==> src/rtl/ea_pkg.sv <==
package ea_pkg;

    typedef enum logic [1:0] {
        CLS_ABS_DATA = 2'd0,
        CLS_ABS_BR   = 2'd1,
        CLS_REL      = 2'd2,
        CLS_RSVD     = 2'd3
    } ea_cls_e;

    typedef enum logic [1:0] {
        IDX_NONE = 2'd0,
        IDX_INC  = 2'd1,
        IDX_DEC  = 2'd2,
        IDX_ONLY = 2'd3
    } idx_mode_e;

    typedef enum logic [1:0] {
        ST_IDLE = 2'd0,
        ST_PTR  = 2'd1,
        ST_DONE = 2'd2
    } ea_state_e;

    function automatic logic is_data_cls(ea_cls_e c);
        return (c == CLS_ABS_DATA) || (c == CLS_RSVD);
    endfunction

endpackage

==> src/rtl/ea_index_unit.sv <==
module ea_index_unit
    import ea_pkg::*;
#(
    parameter int DATA_W = 8
) (
    input  idx_mode_e         mode,
    input  logic [DATA_W-1:0] idx_in,
    output logic [DATA_W-1:0] idx_eff,
    output logic              idx_upd
);
    always_comb begin
        unique case (mode)
            IDX_INC: begin
                idx_eff = idx_in + DATA_W'(1);
                idx_upd = 1'b1;
            end
            IDX_DEC: begin
                idx_eff = idx_in - DATA_W'(1);
                idx_upd = 1'b1;
            end
            IDX_ONLY: begin
                idx_eff = idx_in;
                idx_upd = 1'b0;
            end
            default: begin
                idx_eff = idx_in;
                idx_upd = 1'b0;
            end
        endcase
    end
endmodule

==> src/rtl/ea_page_add.sv <==
module ea_page_add #(
    parameter int ADDR_W = 15,
    parameter int PAGE_W = 2,
    parameter int OFS_W  = ADDR_W - PAGE_W
) (
    input  logic [ADDR_W-1:0] base,
    input  logic [OFS_W-1:0]  ofs,
    output logic [ADDR_W-1:0] sum
);
    logic [OFS_W-1:0] low_sum;
    assign low_sum = base[OFS_W-1:0] + ofs;
    assign sum     = {base[ADDR_W-1 -: PAGE_W], low_sum};
endmodule

==> src/rtl/ea_page_reg.sv <==
module ea_page_reg #(
    parameter int PAGE_W = 2
) (
    input  logic              clk,
    input  logic              rst_n,
    input  logic              load,
    input  logic [PAGE_W-1:0] din,
    output logic [PAGE_W-1:0] page
);
    always_ff @(posedge clk) begin
        if (!rst_n)
            page <= '0;
        else if (load)
            page <= din;
    end

    assert_page_hold_R7: assert property (@(posedge clk) disable iff (!rst_n)
        !load |=> $stable(page));
endmodule

==> src/rtl/paged_ea_gen.sv <==
module paged_ea_gen
    import ea_pkg::*;
#(
    parameter int ADDR_W = 15,
    parameter int PAGE_W = 2,
    parameter int DATA_W = 8,
    parameter int DISP_W = 7
) (
    input  logic              clk,
    input  logic              rst_n,
    input  logic              req_valid,
    input  logic [1:0]        req_class,
    input  logic [ADDR_W:0]   req_field,
    input  logic [ADDR_W-1:0] req_next_pc,
    input  logic [DATA_W-1:0] req_index,
    output logic              ind_req,
    output logic [ADDR_W-1:0] ind_addr,
    input  logic              ind_valid,
    input  logic [ADDR_W-1:0] ind_data,
    output logic              ea_valid,
    output logic [ADDR_W-1:0] ea_addr,
    output logic              idx_wr,
    output logic [DATA_W-1:0] idx_wr_data,
    output logic [PAGE_W-1:0] page_out
);
    localparam int OFS_W   = ADDR_W - PAGE_W;
    localparam int IND_BIT = ADDR_W;

    ea_state_e         state_q, state_d;
    ea_cls_e           cls_q, in_cls, sel_cls;
    idx_mode_e         mode_q, in_mode, sel_mode, use_mode;
    logic [DATA_W-1:0] idx_q, sel_idx, idx_eff;
    logic              idx_upd, ind_q, in_ind;
    logic [ADDR_W-1:0] ptr_q, ea_q, direct_base, sel_base, rel_sum, idx_sum, final_ea;
    logic              wr_q;
    logic [DATA_W-1:0] wr_data_q;
    logic              take, finish, page_load;

    // request decode
    assign in_cls  = ea_cls_e'(req_class);
    assign in_mode = idx_mode_e'(req_field[ADDR_W-1 -: 2]);
    assign in_ind  = req_field[IND_BIT];
    assign take    = (state_q == ST_IDLE) && req_valid;
    assign finish  = (take && !in_ind) || ((state_q == ST_PTR) && ind_valid);

    ea_page_add #(.ADDR_W(ADDR_W), .PAGE_W(PAGE_W)) rel_add_i (
        .base (req_next_pc),
        .ofs  ({{(OFS_W-DISP_W){req_field[DISP_W-1]}}, req_field[DISP_W-1:0]}),
        .sum  (rel_sum)
    );

    always_comb begin
        unique case (in_cls)
            CLS_ABS_BR: direct_base = req_field[ADDR_W-1:0];
            CLS_REL:    direct_base = rel_sum;
            default:    direct_base = {page_out, req_field[OFS_W-1:0]};
        endcase
    end

    // operand selection: live request in ST_IDLE, latched copy afterwards
    assign sel_cls  = (state_q == ST_IDLE) ? in_cls      : cls_q;
    assign sel_mode = (state_q == ST_IDLE) ? in_mode     : mode_q;
    assign sel_idx  = (state_q == ST_IDLE) ? req_index   : idx_q;
    assign sel_base = (state_q == ST_IDLE) ? direct_base : ind_data;
    assign use_mode = is_data_cls(sel_cls) ? sel_mode : IDX_NONE;

    ea_index_unit #(.DATA_W(DATA_W)) idx_i (
        .mode    (use_mode),
        .idx_in  (sel_idx),
        .idx_eff (idx_eff),
        .idx_upd (idx_upd)
    );

    ea_page_add #(.ADDR_W(ADDR_W), .PAGE_W(PAGE_W)) idx_add_i (
        .base (sel_base),
        .ofs  ({{(OFS_W-DATA_W){1'b0}}, idx_eff}),
        .sum  (idx_sum)
    );

    assign final_ea  = (use_mode == IDX_NONE) ? sel_base : idx_sum;
    assign page_load = finish && (sel_cls == CLS_ABS_BR);

    ea_page_reg #(.PAGE_W(PAGE_W)) page_i (
        .clk   (clk),
        .rst_n (rst_n),
        .load  (page_load),
        .din   (final_ea[ADDR_W-1 -: PAGE_W]),
        .page  (page_out)
    );

    // next-state logic
    always_comb begin
        state_d = state_q;
        unique case (state_q)
            ST_IDLE: if (req_valid) state_d = in_ind ? ST_PTR : ST_DONE;
            ST_PTR:  if (ind_valid) state_d = ST_DONE;
            ST_DONE: state_d = ST_IDLE;
            default: state_d = ST_IDLE;
        endcase
    end

    // state register
    always_ff @(posedge clk) begin
        if (!rst_n)
            state_q <= ST_IDLE;
        else
            state_q <= state_d;
    end

    // datapath registers
    always_ff @(posedge clk) begin
        if (!rst_n) begin
            cls_q     <= CLS_ABS_DATA;
            mode_q    <= IDX_NONE;
            idx_q     <= '0;
            ind_q     <= 1'b0;
            ptr_q     <= '0;
            ea_q      <= '0;
            wr_q      <= 1'b0;
            wr_data_q <= '0;
        end else begin
            if (take) begin
                cls_q  <= in_cls;
                mode_q <= in_mode;
                idx_q  <= req_index;
                ind_q  <= in_ind;
                ptr_q  <= direct_base;
            end
            if (finish) begin
                ea_q      <= final_ea;
                wr_q      <= idx_upd;
                wr_data_q <= idx_eff;
            end
        end
    end

    // outputs
    always_comb begin
        ind_req     = (state_q == ST_PTR);
        ind_addr    = ptr_q;
        ea_valid    = (state_q == ST_DONE);
        ea_addr     = ea_q;
        idx_wr      = (state_q == ST_DONE) && wr_q;
        idx_wr_data = wr_data_q;
    end

    assert_ptr_wait_R5: assert property (@(posedge clk) disable iff (!rst_n)
        ind_req && !ind_valid |=> ind_req && $stable(ind_addr));
    assert_ptr_done_R5: assert property (@(posedge clk) disable iff (!rst_n)
        ind_req && ind_valid |=> ea_valid);
    assert_pulse_R10: assert property (@(posedge clk) disable iff (!rst_n)
        ea_valid |=> !ea_valid);
    assert_no_restart_R9: assert property (@(posedge clk) disable iff (!rst_n)
        ea_valid |=> !ind_req);
    assert_wr_in_result_R4: assert property (@(posedge clk) disable iff (!rst_n)
        idx_wr |-> ea_valid && is_data_cls(cls_q));
    assert_data_in_page_R2: assert property (@(posedge clk) disable iff (!rst_n)
        ea_valid && is_data_cls(cls_q) && !ind_q |-> ea_addr[ADDR_W-1 -: PAGE_W] == page_out);
    assert_page_src_R7: assert property (@(posedge clk) disable iff (!rst_n)
        !$stable(page_out) |-> ea_valid && (cls_q == CLS_ABS_BR));
endmodule

==> config.mk <==
export PLATFORM = sky130hd
export DESIGN_NAME = paged_ea_gen
export DESIGN_NICKNAME = d
export VERILOG_FILES = /design/src/rtl/ea_pkg.sv /design/src/rtl/ea_index_unit.sv /design/src/rtl/ea_page_add.sv /design/src/rtl/ea_page_reg.sv /design/src/rtl/paged_ea_gen.sv
export SDC_FILE = /design/constraint.sdc
export NUM_CORES = 1
export LEC_CHECK = 0
export CORE_MARGIN = 4
export CORE_UTILIZATION = 60
export CTS_BUF_LIST = sky130_fd_sc_hd__clkbuf_8
export DETAILED_ROUTE_END_ITERATION = 8
export DONT_BUFFER_PORTS = 1
export PLACE_DENSITY_LB_ADDON = 0.25
export SLEW_MARGIN = 10
export SYNTH_ARGS = -nofsm -noshare
export SYNTH_HDL_FRONTEND = slang
export SYNTH_SLANG_ARGS = --single-unit
==> constraint.sdc <==
create_clock -name clk -period 7.26 [get_ports clk]
set_clock_uncertainty 0.2 [all_clocks]
set_input_delay 1.815 -clock clk [delete_from_list [all_inputs] [get_ports clk]]
set_output_delay 1.815 -clock clk [all_outputs]
set_load 0.02 [all_outputs]
==> out/qor.csv <==
metric;value;unit
r2r_setup_slack;1.61;ns
port_buffers;0;
r2r_end;ea_addr[7];
critPathCapture;ea_addr[7];
setup-tns-final;0;ns
multi_input_area;2700;um^2
track_usage;26.4;%
clockBufferDepth;2;
drc;0;
setup_violations;0;
grt_max_degree;43;
relSlewSlack;48.5;%
yosys_warnings;0;
avgSynthCellArea;7.67;um^2
synth_edf_count;0;
die_height;89.1;um
clock-sinks;55;
hpwl;7650;um
cp_max_fo;9;
layout.nets;593;
gp_congestion;0.939;
cp-startpoint;req_class[0];
start_util;62.1;%
cts_resized;0;
min_period;6.04;ns
ys.flop_type;dfxtp_1;
final-hold-violation-count;0;
p_clk_share;17.9;%
seq_power_share;41.1;%
ctsHtreeMaxLevel;2;
die_area;7930;um^2
max_cap_viol_count;0;
diodes;0;
yosysSeqAreaShare;27.9;%
die_w;89.1;um
worstSetupStartpointType;input port;
ys_seq_elements;55;
post_cts_buffers;0;
p_int;0.545;mW
fillers;561;
hp-class;reg2reg;
rsz0062_at_grt;false;
pwr-share-comb;41.0;%
vias;3660;
placement_rows;29;
first_global_vias;3545;
drt_iter0_drc;260;
antenna_found_initial;0;
postRouteAntennaNets;0;
netlist_instances;514;
worst_pin_slew;0.771;ns
synthArstFlopShare;0;%
power.share.switching;40.5;%
drive_gt1_share;6.36;%
firstDrtPassIters;5;
max-vdd-ir-drop;0.173;mV
slew_viol_final;0;
io_pins;103;
status;finished, final reports clean;
core;6350;um^2
whs;0.258;ns
criticalPathCategory;in2reg;
area_growth_syn_to_layout;3.14;%
grt_pass1_wl;16600;um
gr-total-overflow;0;
critPathCaptureType;register;
critPathArrivalTime;6.05;ns
cts_root_buffer;clkbuf_8;
ctsHoldBuffers;0;
viasPerCell;6.31;
wl;10100;um
power_density;225;nW/um^2
p_leak;1.64;nW
finalCritPeriodShare;83.2;%
synthesis.area;3940;um^2
clk_pin_slew_worst_paths;0.09;ns
synth.distinct_cells;60;
max_freq;166;MHz
r2r_cells;20;
routedWlPerCell;17.4;um
seq_area;1100;um^2
reg2reg_from;state_q[1];
cts_tree;yes;
cp_data_required_time;7.27;ns
switchingPower;0.370;mW
clk_latency;0.31;ns
syn-num-nets;605;
cts_buffers;5;
cell usage in the layout, fill, tap and decap left out, types with 4 or more instances in the layout:
| cell type | instances |
|---|---|
| xnor2_1 | 16 |
| nor3_1 | 8 |
| dfxtp_1 | 55 |
| nand2b_1 | 6 |
| a31oi_1 | 8 |
| nand3_1 | 9 |
| inv_1 | 16 |
| clkbuf_8 | 5 |
| or2_2 | 4 |
| nor2b_1 | 5 |
| nor2_1 | 53 |
| o21a_1 | 5 |
| a311oi_1 | 4 |
| a21oi_1 | 50 |
| a22oi_1 | 8 |
| a211oi_1 | 19 |
| ha_1 | 28 |
| nand2_1 | 83 |
| xor2_1 | 8 |
| a21o_1 | 9 |
| o21ai_0 | 35 |
| mux2i_1 | 8 |
| buf_4 | 4 |
flip-flops by register name (all words and copies together), names as in the netlist, 2 cells and up:
| signal | cells |
|---|---|
| idx_wr_data | 8 |
| state_q | 2 |
| mode_q | 2 |
| idx_q | 8 |
| ea_addr | 15 |
| cls_q | 2 |
| page_i.page | 2 |
| ind_addr | 15 |
metal layers:
| metal | up-vias | global-route usage, % | part of all wire [%] |
|---|---|---|---|
| li1 | 1812 | - | - |
| met1 | 1694 | 34.9 | 44 |
| met2 | 142 | 42.4 | 46 |
| met3 | 12 | 7.83 | 8.6 |
| met4 | 0 | 6.63 | 1.3 |
| met5 | - | 0 | 0 |
synthesized netlist by cell type (9+ instances only):
library cell   n  area [um^2]
nand2_1       83          312
dfxtp_1       55         1100
nor2_1        53          199
a21oi_1       50          250
o21ai_0       35          175
ha_1          28          350
clkbuf_1      22         82.6
a211oi_1      19          143
xnor2_1       16          140
inv_1         14         52.6
a21o_1         9         67.6
nand3_1        9         45.0
worst min path at each step:
| stage | from | end | slack, ns | cells after the start |
|---|---|---|---|---|
| floorplan | wr_q | wr_q | 0.23 | 2 |
| global placement | idx_q[7] | idx_q[7] | 0.24 | 2 |
| detailed placement | mode_q[1] | mode_q[1] | 0.25 | 2 |
| CTS | idx_q[2] | idx_q[2] | 0.26 | 2 |
| global route | idx_q[2] | idx_q[2] | 0.28 | 2 |
| finish | idx_q[1] | idx_q[1] | 0.26 | 2 |
area by class of cell:
| type | instances | share of cell area (%) |
|---|---|---|
| multi-input combinational | 421 | 66.4 |
| sequential | 55 | 27.1 |
| tap | 77 | 2.37 |
| clock buffer | 5 | 1.69 |
| inverter | 15 | 1.39 |
| timing repair buffer | 4 | 0.739 |
| clock inverter | 3 | 0.308 |
worst max-delay path, stage by stage:
cell and delay, ns:
inv_1 0.05, o21ai_0 0.09, ha_1 0.33, nand2b_1 0.08
inv_1 0.08, ha_1 0.33, inv_1 0.16, fa_1 0.49
nor2b_1 0.18, o221a_2 0.23, a31oi_1 0.06, xnor2_1 0.16
mux2_2 0.29, ha_1 0.30, a21oi_1 0.09, o21ba_2 0.22
maj3_1 0.36, xor2_1 0.15, or3_1 0.31, a311oi_1 0.29
per-stage QoR:
step	cells	total power, mW	worst slack, ns	area [um^2]	util, %
detailed placement	572	0.753	0.938	3980	62.7
CTS	580	0.916	1.25	4070	64.0
floorplan	514	0.682	1.31	3940	-
global route	580	0.986	0.904	4070	64.0
global placement	572	0.742	1.11	3980	62.7
finish	580	0.915	1.22	4070	64.0
power groups by stage:
stage / Clock [mW] / Sequential (mW) / Combinational, mW
floorplan: 0 / 0.377 / 0.305
global placement: 0 / 0.383 / 0.359
detailed placement: 0 / 0.384 / 0.370
CTS: 0.168 / 0.377 / 0.372
global route: 0.181 / 0.380 / 0.425
finish: 0.164 / 0.376 / 0.376
logic make-up after synthesis:
| family | share of synthesized area (%) |
|---|---|
| compound gates | 28.4 |
| mux | 3.65 |
| buf+inv | 3.65 |
| simple gates | 20.0 |
| flops | 27.9 |
| xor+xnor | 5.75 |
| fa+ha+maj | 10.7 |
No activity file was read; power rests on OpenSTA's default activity.
